==> config.mk <==
export PLATFORM = sky130hd
export DESIGN_NAME = dma_irq_aggregator
export DESIGN_NICKNAME = d
export VERILOG_FILES = /design/src/rtl/dirq_pkg.sv /design/src/rtl/dirq_decode.sv /design/src/rtl/dirq_bank.sv /design/src/rtl/dirq_rdmux.sv /design/src/rtl/dma_irq_aggregator.sv
export SDC_FILE = /design/constraint.sdc
export NUM_CORES = 1
export LEC_CHECK = 0
export ABC_CLOCK_PERIOD_IN_PS = 9300
export BUFFER_PORTS_ARGS = -buffer_cell sky130_fd_sc_hd__buf_2
export CAP_MARGIN = 0
export CORE_MARGIN = 2
export CORE_UTILIZATION = 35
export CTS_CLUSTER_SIZE = 12
export DETAILED_ROUTE_END_ITERATION = 16
export SLEW_MARGIN = 20
export SYNTH_ARGS = -nofsm -noshare
export SYNTH_HDL_FRONTEND = slang
export SYNTH_SLANG_ARGS = --single-unit
==> constraint.sdc <==
create_clock -name clk -period 9.3 [get_ports clk]
set_clock_uncertainty 0.1 [all_clocks]
set_input_delay 1.86 -clock clk [delete_from_list [all_inputs] [get_ports clk]]
set_output_delay 1.86 -clock clk [all_outputs]
set_load 0.01 [all_outputs]
==> src/rtl/dirq_pkg.sv <==
package dirq_pkg;

    localparam int N_KIND = 3;

    typedef enum logic [1:0] {
        K_DONE = 2'd0,
        K_ERR1 = 2'd1,
        K_ERR2 = 2'd2
    } kind_e;

    typedef enum logic [2:0] {
        SRC_NONE,
        SRC_COMB,
        SRC_VIEW,
        SRC_ENABLE,
        SRC_PEND,
        SRC_BUSY
    } rd_src_e;

    typedef struct packed {
        rd_src_e     src;
        logic [1:0]  kind;
    } rd_sel_t;

    typedef struct packed {
        logic [N_KIND-1:0] clr_we;
        logic [N_KIND-1:0] en_we;
    } wr_stb_t;

    localparam logic [11:0] OFF_COMB = 12'h000;
    localparam logic [11:0] OFF_BUSY = 12'h690;

    function automatic logic [11:0] view_off(input int k);
        case (k)
            0:       return 12'h004;
            1:       return 12'h00C;
            default: return 12'h010;
        endcase
    endfunction

    function automatic logic [11:0] enable_off(input int k);
        case (k)
            0:       return 12'h018;
            1:       return 12'h020;
            default: return 12'h024;
        endcase
    endfunction

    function automatic logic [11:0] pend_off(input int k);
        case (k)
            0:       return 12'h600;
            1:       return 12'h608;
            default: return 12'h610;
        endcase
    endfunction

endpackage

==> src/rtl/dirq_decode.sv <==
module dirq_decode
    import dirq_pkg::*;
#(
    parameter int ADDR_W = 12
) (
    input  logic              bus_sel,
    input  logic              bus_wr,
    input  logic [ADDR_W-1:0] bus_addr,
    output wr_stb_t           wstb,
    output rd_sel_t           rsel
);

    always_comb begin
        wstb      = '0;
        rsel.src  = SRC_NONE;
        rsel.kind = 2'd0;
        if (bus_sel) begin
            for (int k = 0; k < N_KIND; k++) begin
                if (bus_addr == ADDR_W'(pend_off(k)))
                    wstb.clr_we[k] = bus_wr;
                if (bus_addr == ADDR_W'(enable_off(k)))
                    wstb.en_we[k] = bus_wr;
            end
            if (!bus_wr) begin
                if (bus_addr == ADDR_W'(OFF_COMB)) begin
                    rsel.src = SRC_COMB;
                end else if (bus_addr == ADDR_W'(OFF_BUSY)) begin
                    rsel.src = SRC_BUSY;
                end else begin
                    for (int k = 0; k < N_KIND; k++) begin
                        if (bus_addr == ADDR_W'(view_off(k))) begin
                            rsel.src  = SRC_VIEW;
                            rsel.kind = 2'(k);
                        end
                        if (bus_addr == ADDR_W'(enable_off(k))) begin
                            rsel.src  = SRC_ENABLE;
                            rsel.kind = 2'(k);
                        end
                        if (bus_addr == ADDR_W'(pend_off(k))) begin
                            rsel.src  = SRC_PEND;
                            rsel.kind = 2'(k);
                        end
                    end
                end
            end
        end
    end

endmodule

==> src/rtl/dirq_bank.sv <==
module dirq_bank #(
    parameter int NUM_CH = 16
) (
    input  logic              clk,
    input  logic              rst,
    input  logic [NUM_CH-1:0] ev_pulse,
    input  logic              clr_we,
    input  logic              en_we,
    input  logic [NUM_CH-1:0] wbits,
    output logic [NUM_CH-1:0] pend_q,
    output logic [NUM_CH-1:0] enable_q,
    output logic [NUM_CH-1:0] view
);

    logic [NUM_CH-1:0] clr_bits;
    logic [NUM_CH-1:0] pend_d;

    assign clr_bits = clr_we ? wbits : '0;
    // a new event overrides a clear of the same bit
    assign pend_d   = (pend_q & ~clr_bits) | ev_pulse;

    always_ff @(posedge clk) begin
        if (rst) begin
            pend_q   <= '0;
            enable_q <= '0;
        end else begin
            pend_q <= pend_d;
            if (en_we)
                enable_q <= wbits;
        end
    end

    assign view = pend_q & enable_q;

endmodule

==> src/rtl/dirq_rdmux.sv <==
module dirq_rdmux
    import dirq_pkg::*;
#(
    parameter int NUM_CH = 16,
    parameter int DATA_W = 32
) (
    input  rd_sel_t                        rsel,
    input  logic [N_KIND-1:0][NUM_CH-1:0]  pend_v,
    input  logic [N_KIND-1:0][NUM_CH-1:0]  enable_v,
    input  logic [N_KIND-1:0][NUM_CH-1:0]  view_v,
    input  logic [NUM_CH-1:0]              comb_stat,
    input  logic [NUM_CH-1:0]              busy,
    output logic [DATA_W-1:0]              rdata
);

    logic [NUM_CH-1:0] pick;

    always_comb begin
        pick = '0;
        for (int k = 0; k < N_KIND; k++) begin
            if (rsel.kind == 2'(k)) begin
                case (rsel.src)
                    SRC_VIEW:   pick = view_v[k];
                    SRC_ENABLE: pick = enable_v[k];
                    SRC_PEND:   pick = pend_v[k];
                    default:    ;
                endcase
            end
        end
        case (rsel.src)
            SRC_COMB: pick = comb_stat;
            SRC_BUSY: pick = busy;
            SRC_NONE: pick = '0;
            default:  ;
        endcase
        rdata = DATA_W'(pick);
    end

endmodule

==> src/rtl/dma_irq_aggregator.sv <==
module dma_irq_aggregator
    import dirq_pkg::*;
#(
    parameter int NUM_CH = 16,
    parameter int ADDR_W = 12,
    parameter int DATA_W = 32
) (
    input  logic              clk,
    input  logic              rst,
    input  logic              bus_sel,
    input  logic              bus_wr,
    input  logic [ADDR_W-1:0] bus_addr,
    input  logic [DATA_W-1:0] bus_wdata,
    output logic [DATA_W-1:0] bus_rdata,
    input  logic [NUM_CH-1:0] ev_done,
    input  logic [NUM_CH-1:0] ev_err1,
    input  logic [NUM_CH-1:0] ev_err2,
    input  logic [NUM_CH-1:0] ch_busy,
    output logic              irq
);

    wr_stb_t                        wstb;
    rd_sel_t                        rsel;
    logic [N_KIND-1:0][NUM_CH-1:0]  ev_all;
    logic [N_KIND-1:0][NUM_CH-1:0]  pend_v;
    logic [N_KIND-1:0][NUM_CH-1:0]  enable_v;
    logic [N_KIND-1:0][NUM_CH-1:0]  view_v;
    logic [NUM_CH-1:0]              comb_stat;
    logic                           irq_q;

    assign ev_all = {ev_err2, ev_err1, ev_done};

    dirq_decode #(.ADDR_W(ADDR_W)) i_decode (
        .bus_sel  (bus_sel),
        .bus_wr   (bus_wr),
        .bus_addr (bus_addr),
        .wstb     (wstb),
        .rsel     (rsel)
    );

    for (genvar k = 0; k < N_KIND; k++) begin : g_kind
        dirq_bank #(.NUM_CH(NUM_CH)) i_bank (
            .clk      (clk),
            .rst      (rst),
            .ev_pulse (ev_all[k]),
            .clr_we   (wstb.clr_we[k]),
            .en_we    (wstb.en_we[k]),
            .wbits    (bus_wdata[NUM_CH-1:0]),
            .pend_q   (pend_v[k]),
            .enable_q (enable_v[k]),
            .view     (view_v[k])
        );
    end

    always_comb begin
        comb_stat = '0;
        for (int k = 0; k < N_KIND; k++)
            comb_stat = comb_stat | view_v[k];
    end

    always_ff @(posedge clk) begin
        if (rst)
            irq_q <= 1'b0;
        else
            irq_q <= |comb_stat;
    end

    assign irq = irq_q;

    dirq_rdmux #(.NUM_CH(NUM_CH), .DATA_W(DATA_W)) i_rdmux (
        .rsel      (rsel),
        .pend_v    (pend_v),
        .enable_v  (enable_v),
        .view_v    (view_v),
        .comb_stat (comb_stat),
        .busy      (ch_busy),
        .rdata     (bus_rdata)
    );

endmodule

; Word level (Yosys, flattened, before mapping)
; Cells that the tools add are included.
[totals]
register_bits = 97
out_inout_bits = 33
word_cells = 122
[classes]
n_reduce_logical = 4
bitwise_logic = 14
n_mux = 74
n_eq_ne = 23
[op_table]
columns = operator, count
row1 = 12-bit 2-to-1 mux, 42
row2 = 16-bit case mux with 3 select lines, 4
row3 = 12-bit == test, 15
row4 = 16-bit bitwise AND, 6
row5 = 16-bit 2-to-1 mux, 6
row6 = 16-bit OR, 5
row7 = 16-bit NOT, 3
row8 = 5-bit 2-to-1 mux, 9
row9 = 16-bit OR reduction, 1
row10 = "12-bit by 11-bit == test with 1-bit output, second input constant", 1
row11 = 12-bit zero test, 1
row12 = 4-bit 2-to-1 mux, 2
row13 = "3-bit by 2-bit == test with 1-bit output, second input constant", 2
row14 = "3-bit == test, second input constant", 2
row15 = 1-bit 2-to-1 mux, 6
row16 = 3-bit 2-to-1 mux, 2
row17 = 6-bit 2-to-1 mux, 1
row18 = 2-bit 2-to-1 mux, 2
row19 = "3-bit by 1-bit == test with 1-bit output, second input constant", 1
row20 = 3-bit zero test, 1
row21 = "2-bit by 1-bit == test with 1-bit output, second input constant", 1
row22 = "2-bit == test, second input constant", 1
row23 = 2-bit zero test, 1

; Logic depth before layout (Yosys ltp)
; Gate-level depths: netlist (run 1).
[logic_depth]
depth_word = 27
depth_mapped = 10

; Modules after synthesis
; From an unflattened synthesis (run 1), not the netlist that was laid out.
[hier_totals]
hier_cells = 734
area_unflattened_um2 = 6321.1
[modules_own_cells]
columns = mod, area_each_um2, cells_per_inst, instances, seq_area_each_um2
row1 = dirq_bank, 1353.8, 135, 3, 640.6
row2 = dirq_rdmux, 1741.7, 251, 1, 0.0
row3 = dirq_decode, 340.3, 55, 1, 0.0
row4 = dma_irq_aggregator, 177.7, 23, 1, 20.0

; Worst setup path before layout (run 1)
; Ideal clock, no wire load.
[synth_path]
path_kind = input to output
start = in bus_addr[2]
end = out bus_rdata[6]
arrival_time_ps = 3945
path_buffers = 0
stages = 7
required_ps = 7340
path_slack_ps = 3395
cell_sequence = or4b_4 or3b_4 a21oi_2 mux2_1 mux2i_1 a2bb2oi_1 a221o_1
[synth_via]
elab_chain_len = 22
word_cells_on_any_way = 42
classes_between = eq/ne (17) / mux (22) / reduce/logical (3)
[synth_rtl]
columns = item, line_no
row1 = start: declaration, dma_irq_aggregator.sv:12  ; input logic [ADDR_W-1:0] bus_addr,
row2 = 12-bit == test, dirq_decode.sv:31  ; if (bus_addr == ADDR_W'(view_off(k))) begin
row3 = 4-bit 2-to-1 mux, dirq_decode.sv:31
row4 = 4-bit 2-to-1 mux, dirq_decode.sv:35  ; if (bus_addr == ADDR_W'(enable_off(k))) begin
row5 = 5-bit 2-to-1 mux, dirq_decode.sv:39  ; if (bus_addr == ADDR_W'(pend_off(k))) begin
row6 = 5-bit 2-to-1 mux, dirq_decode.sv:31
row7 = 5-bit 2-to-1 mux, dirq_decode.sv:35
row8 = 5-bit 2-to-1 mux, dirq_decode.sv:39
row9 = 5-bit 2-to-1 mux, dirq_decode.sv:31
row10 = [6 not listed], -
row11 = 3-bit == test / 3-bit by 2-bit == test with 1-bit output (equally long branches), dirq_rdmux.sv:22  ; case (rsel.src)
row12 = 16-bit case mux with 3 select lines, dirq_rdmux.sv:22
row13 = 16-bit 2-to-1 mux, dirq_rdmux.sv:21  ; if (rsel.kind == 2'(k)) begin
row14 = 16-bit case mux with 3 select lines, dirq_rdmux.sv:22
row15 = 16-bit 2-to-1 mux, dirq_rdmux.sv:21
row16 = 16-bit case mux with 3 select lines, dirq_rdmux.sv:22
row17 = 16-bit 2-to-1 mux, dirq_rdmux.sv:21
row18 = 16-bit case mux with 3 select lines *, dirq_rdmux.sv:30  ; case (rsel.src)
row19 = end: declaration, dma_irq_aggregator.sv:14  ; output logic [DATA_W-1:0] bus_rdata,
; Mark *: on every way between the ends. The rest lies on a longest branch, timed or not.

; Worst setup path in the final report (run 1)
[layout_path]
start = in bus_addr[7]
end = out bus_rdata[8]
; Same word-level chain as after synthesis.

==> run summary, run 1 <==
Clock Path Buffers = 2
RSZ-0062 raised after global routing = no
Compound-Gate Fraction of Synth Area = 26.5%
Vias in the first global route = 4735
Synthesized area = 5300 sq um
Global-route wire length before repair = 25900 microns
Max_slew headroom = 30.4%
Hold WS = 370 ps
Maxcap violations = 0
Initial antenna violation count = 0
Buffers on Ports = 112
Syn Inst Count = 677
# diodes = 0
FF+latch count, synth = 97
Warnings, synthesis = 0
Grt ovf = 0
Via density per instance = 5.54
Lkg Pwr = 2.63 nW
Crit path max fanout = 18
# rows = 44
Setup violators final = 0
Largest net degree at the start of global routing = 98
Skew-Pair Late Insertion Delay = 350 ps
Adder-Cell Fraction of Synth Area = 0%
Avg WL per Cell = 17.8 microns
Most used cell, CP = buf_2
CTS buffer count = 9
Critical Path End Type = primary output
Remaining DRCs = 0
Power per Cell Area = 149 nW/um^2
Layout cells sized above 1 = 21.0%
Crit path arrival time = 4900 ps
Clock period minus worst slack = 6860 ps
Die X = 127 microns
Post-layout util = 42.3%
Post-route antenna net violation count = 0
Largest family of logic cells by synthesized area = compound AO/OA/AOI/OAI gates
Post-CTS Hold Fix Bufs = 0
Starting Density = 36.2%
Post_cts resized = 0
Dpl hpwl = 11300 microns
Cells after DPL = 937
Post-synth cell types = 72
Fin nets = 876
Worst Path Buf+Inv = 3
Commonest non-fill, non-tap cell in the layout = nand2_1
Worst Path Required = 7340 ps
Reg clk slew, reported paths = 70 ps
Routed wire length = 16900 microns
Setup CP Type = input pin to primary output
Final std cells w/o fill = 952
Post-synthesis average cell area = 7.83 sq um
Post-synth EDFFs = 0
TritonCTS Sinks = 97
Least-Margin Pin Slew = 1040 ps
Max Fclk = 0.146 GHz
Slowest Stage Delay on Critical Path = 760 ps
XOR/XNOR Fraction of Synth Area = 0.165%
Placer congestion estimate = 0.863
Mux contribution to synthesized area = 4.58%
PnR worst setup slack = 2440 ps
Root Driver = clkbuf_16
Core Region = 14600 sq um
Dpl ws = 2510 ps
Initial DRC Count = 388
H-tree depth = 3
CP Launch Type = input pin
I/O pin cnt = 145
Total Routing Usage GR = 20.6%
Final period utilization = 73.8%
Die area = 16100 sq um
Synth async-reset ratio = 0%
Outcome = finished, final reports clean
Area grow syn2layout = 16.8%
Min-Delay Path Class = register to register
Die height = 127 microns
Ys flop type = dfxtp_1
Crit-path leading delay family = simple AND/OR/NAND/NOR gates
Fillers = 1519
Critical-path top delay cell = or4b_2
Area share of and/or/nand/nor cells after synthesis = 24.4%
Most frequent cells in the layout = nand2_1, buf_2, dfxtp_1, a21oi_1, nor2_1
Post-CTS Setup Bufs = 0
Crit-path cells = buf_2 > or4b_2 > nor3_1 > a211o_1 > buf_4 > nand2b_4 > nor3_2 > a222oi_1 > o221ai_1 > buf_2
Slew Limit Fails = 0
CTS tree = done
VDD IR-drop max = 0.0000669 V
Via count = 5274
Sequential element share of the synthesized area = 36.6%
Setup TNS = 0 ps
Drt pass-1 iters = 5
Fin. Hold Viols = 0
## report_power, final
part | internal [mW] | switching, mW
Clock | 0.249 | 0.161
Combinational | 0.0296 | 0.0392
Sequential | 0.430 | 0.0132
Total | 0.709 | 0.214
## registers in the layout (all words and copies together), names as in the netlist
signal,flops
g_kind.i_bank.enable_q,48
g_kind.i_bank.pend_q,48
irq,1
## through the flow
step                      cell area, sq um  power [mW]
after floorplan                       5360       0.488
after global placement                5860       0.521
after detailed placement              5860       0.521
after CTS                             6190       0.929
after global routing                  6190       0.952
final                                 6190       0.923
## cell usage after synthesis (5+ instances only)
library cell,number,area share (%)
nand2_1,150,11
dfxtp_1,97,37
a21oi_1,89,8.4
nor2_1,79,5.6
mux2i_1,22,4.2
clkbuf_1,21,1.5
buf_4,17,2.4
a222oi_1,14,2.6
o21ai_0,11,1.0
a32oi_1,10,1.7
buf_2,10,0.94
a22oi_1,9,1.3
clkbuf_8,8,2.1
nand2b_1,8,0.94
nor3_1,8,0.76
o22a_1,8,1.3
a21o_1,7,0.99
a31oi_1,6,0.71
nor4_1,6,0.71
o211ai_1,5,0.71
o221ai_1,5,0.83
## kinds of logic after synthesis
family                 count (synthesis)
XOR/XNOR                               1
AO/OA/AOI/OAI                        206
AND/OR/NAND/NOR                      286
other                                  1
buffers and inverters                 62
multiplexers                          24
flip-flops                            97
## per-layer routing
| layer | global-route usage [%] | up-vias | routed length (microns) |
|---|---|---|---|
| li1 | - | 2591 | - |
| met4 | 6.66 | 0 | 333 |
| met1 | 29.1 | 2443 | 7910 |
| met5 | 0 | - | 0 |
| met2 | 32.6 | 211 | 7590 |
| met3 | 2.60 | 29 | 1090 |
## cell type report
type | instances | area (sq um) | share of cell area (%)
Tap cell | 184 | 230 | 3.72
Clock buffer | 11 | 253 | 4.08
Timing Repair Buffer | 119 | 613 | 9.91
Multi-Input combinational cell | 533 | 3060 | 49.4
Clock inverter | 4 | 76.3 | 1.23
Inverter | 4 | 15.0 | 0.243
Sequential cell | 97 | 1940 | 31.4
## path summary, 6_finish.rpt
| check | start | to | slack [ps] | cells after the start |
|---|---|---|---|---|
| worst min-delay path | g_kind[1].i_bank.enable_q[14]$_SDFFE_PP0P_ | g_kind[1].i_bank.enable_q[14]$_SDFFE_PP0P_ | 370 | 2 |
| worst min register to register | g_kind[1].i_bank.enable_q[14]$_SDFFE_PP0P_ | g_kind[1].i_bank.enable_q[14]$_SDFFE_PP0P_ | 370 | 2 |
| worst max-delay path | bus_addr[7] | bus_rdata[8] | 2440 | 10 |
| worst max register to register | g_kind[0].i_bank.pend_q[1]$_SDFF_PP0_ | irq$_SDFF_PP0_ | 7430 | 4 |
## worst register-to-register path: cells and delay by family (launching register included)
kind | cells | cell delay, ps
AND/OR/NAND/NOR | 2 | 600
flip-flops | 1 | 330
AO/OA/AOI/OAI | 2 | 650
(Power assumes the default switching activity.)
==> inputs of run 2 (changes only) <==
ABC_CLOCK_PERIOD_IN_PS = 6100   (was 9300)
clock period = 6.1 ns   (was 9.3 ns; I/O delays follow)
==> run 2 against run 1 <==
Sequential share of layout area fell by 0.057 points. Hold slack improved by 1.8 ps. Final cell count rose by 0.32%. Combinational power rose by 53%. Largest power group unchanged.
==> run summary, run 2 (same netlist as run 1, synthesis figures left out) <==
Final period utilization = 90.7%
Global-route wire length before repair = 26700 microns (was 25900 microns)
Placer congestion estimate = 0.859 (was 0.863)
Post-route antenna net violation count = 0 (unchanged)
Layout cells sized above 1 = 21.3% (was 21.0%)
Slowest Stage Delay on Critical Path = 760 ps (about the same)
Via count = 5411 (was 5274)
Root Driver = clkbuf_16 (unchanged)
Post-layout util = 42.3% (about the same)
Critical-path top delay cell = or4b_2 (unchanged)
Setup CP Type = input pin to primary output (unchanged)
Die area = 16100 sq um (unchanged)
Crit path max fanout = 16 (was 18)
CTS buffer count = 9 (unchanged)
Initial antenna violation count = 0 (unchanged)
Area taken by multi-input logic gates = 3060 sq um (unchanged)
Setup crit start = bus_addr[7] (unchanged)
Reg-to-reg slack, setup = 4230 ps (was 7430 ps)
Worst Path Buf+Inv = 2 (was 3)
Via density per instance = 5.67 (was 5.54)
Hold WS = 372 ps (was 370 ps)
FF-to-FF End = irq$_SDFF_PP0_ (unchanged)
H-tree depth = 3 (unchanged)
Post-CTS Setup Bufs = 0 (unchanged)
Post-CTS Hold Fix Bufs = 0 (unchanged)
Fin. Hold Viols = 0 (unchanged)
Clock period minus worst slack = 5530 ps
Worst Setup EP = bus_rdata[5] (was bus_rdata[8])
Setup violators final = 0 (unchanged)
Buffers on Ports = 112 (unchanged)
Crit-path cells = buf_2 > or4b_2 > nor3_1 > a211o_1 > nand2b_4 > nor3_2 > a222oi_1 > o221ai_1 > buf_2 (was buf_2 > or4b_2 > nor3_1 > a211o_1 > buf_4 > nand2b_4 > nor3_2 > a222oi_1 > o221ai_1 > buf_2)
Slew Limit Fails = 0 (unchanged)
Most used cell, CP = buf_2 (unchanged)
Starting Density = 36.2% (unchanged)
Routed wire length = 17300 microns (was 16900 microns)
Maxcap violations = 0 (unchanged)
Critical Path End Type = primary output (unchanged)
Post_cts resized = 0 (unchanged)
Vias in the first global route = 4822 (was 4735)
Reg area = 1940 sq um (unchanged)
Cell count along the critical path = 9 (was 10)
Max_slew headroom = 33.4% (was 30.4%)
# diodes = 0 (unchanged)
Grt ovf = 0 (unchanged)
Most frequent cells in the layout = nand2_1, buf_2, dfxtp_1, a21oi_1, nor2_1 (unchanged)
CTS tree = done (unchanged)
Core Region = 14600 sq um (unchanged)
Crit path arrival time = 4210 ps (was 4900 ps)
Power per Cell Area = 226 nW/um^2 (was 149 nW/um^2)
Area grow syn2layout = 17.0% (was 16.8%)
Worst Path Required = 4780 ps (was 7340 ps)
Fillers = 1513 (was 1519)
Least-Margin Pin Slew = 996 ps (was 1040 ps)
VDD IR-drop max = 0.000140 V (was 0.0000669 V)
Setup TNS = 0 ps (unchanged)
Die height = 127 microns (unchanged)
Design Power = 1.40 mW (was 0.923 mW)
Commonest non-fill, non-tap cell in the layout = nand2_1 (unchanged)
Reg clk slew, reported paths = 70 ps (about the same)
Lkg Pwr = 2.64 nW (was 2.63 nW)
Drt pass-1 iters = 5 (unchanged)
Outcome = finished, final reports clean (unchanged)
Largest net degree at the start of global routing = 61 (was 98)
RSZ-0062 raised after global routing = no (unchanged)
Min-Delay Path Class = register to register (unchanged)
Skew-Pair Late Insertion Delay = 350 ps (about the same)
PnR worst setup slack = 566 ps (was 2440 ps)
RR Startpoint = g_kind[0].i_bank.pend_q[1]$_SDFF_PP0_ (unchanged)
Max Fclk = 0.181 GHz
Crit-path leading delay family = simple AND/OR/NAND/NOR gates (unchanged)
Dpl ws = 662 ps (was 2510 ps)
Fin nets = 879 (was 876)
Clock Path Buffers = 2 (unchanged)
CP Launch Type = input pin (unchanged)
Remaining DRCs = 0 (unchanged)
Avg WL per Cell = 18.1 microns (was 17.8 microns)
Initial DRC Count = 456 (was 388)
# rows = 44 (unchanged)
TritonCTS Sinks = 97 (unchanged)
Dpl hpwl = 11600 microns (was 11300 microns)
Die X = 127 microns (unchanged)
Reg2reg path depth = 4 (unchanged)
I/O pin cnt = 145 (unchanged)
Total Routing Usage GR = 21.0% (was 20.6%)
[run 2: worst min path at each step]
stage | from | to | cells after the start
2_1_floorplan | g_kind[1].i_bank.enable_q[15]$_SDFFE_PP0P_ | g_kind[1].i_bank.enable_q[15]$_SDFFE_PP0P_ | 2
3_3_place_gp | g_kind[1].i_bank.enable_q[14]$_SDFFE_PP0P_ | g_kind[1].i_bank.enable_q[14]$_SDFFE_PP0P_ | 2
3_5_place_dp | g_kind[1].i_bank.enable_q[14]$_SDFFE_PP0P_ | g_kind[1].i_bank.enable_q[14]$_SDFFE_PP0P_ | 2
4_1_cts | g_kind[1].i_bank.enable_q[14]$_SDFFE_PP0P_ | g_kind[1].i_bank.enable_q[14]$_SDFFE_PP0P_ | 2
5_1_grt | g_kind[1].i_bank.enable_q[15]$_SDFFE_PP0P_ | g_kind[1].i_bank.enable_q[15]$_SDFFE_PP0P_ | 2
6_report | g_kind[1].i_bank.enable_q[14]$_SDFFE_PP0P_ | g_kind[1].i_bank.enable_q[14]$_SDFFE_PP0P_ | 2
[run 2: cell type report]
cell class,instances,area share [%]
Clock buffer,10,3.85
Clock inverter,5,1.27
Inverter,4,0.242
Multi-Input combinational cell,533,49.3
Sequential cell,97,31.3
Tap cell,184,3.71
Timing Repair Buffer,122,10.3
[run 2: metal layers]
metal / global-route usage [%] / share of wire (%) / vias to the layer above / routed length (microns)
li1: - / - / 2607 / -
met1: 30.3 / 45 / 2523 / 7740
met2: 32.8 / 45 / 252 / 7840
met3: 2.64 / 7.8 / 29 / 1360
met4: 6.85 / 2.1 / 0 / 359
met5: 0 / 0 / - / 0
[run 2: where the power goes]
group	internal, mW	switching (mW)	total (mW)	leakage [nW]
clock network	0.369	0.250	0.619	0.159
logic	0.0451	0.0598	0.105	1.69
registers	0.656	0.0210	0.677	0.797
[run 2: through the flow]
step / cells / instance area, sq um
final: 955 / 6200
after global routing: 955 / 6200
after CTS: 955 / 6200
after detailed placement: 940 / 5880
after global placement: 940 / 5880
after floorplan: 692 / 5360
[run 2: worst reg2reg max path, delay by kind of cell (launching register included)]
| family | cells | cell delay, ps |
|---|---|---|
| AOI/OAI and AO/OA | 2 | 660 |
| DFF | 1 | 340 |
| and+or+nand+nor | 2 | 600 |
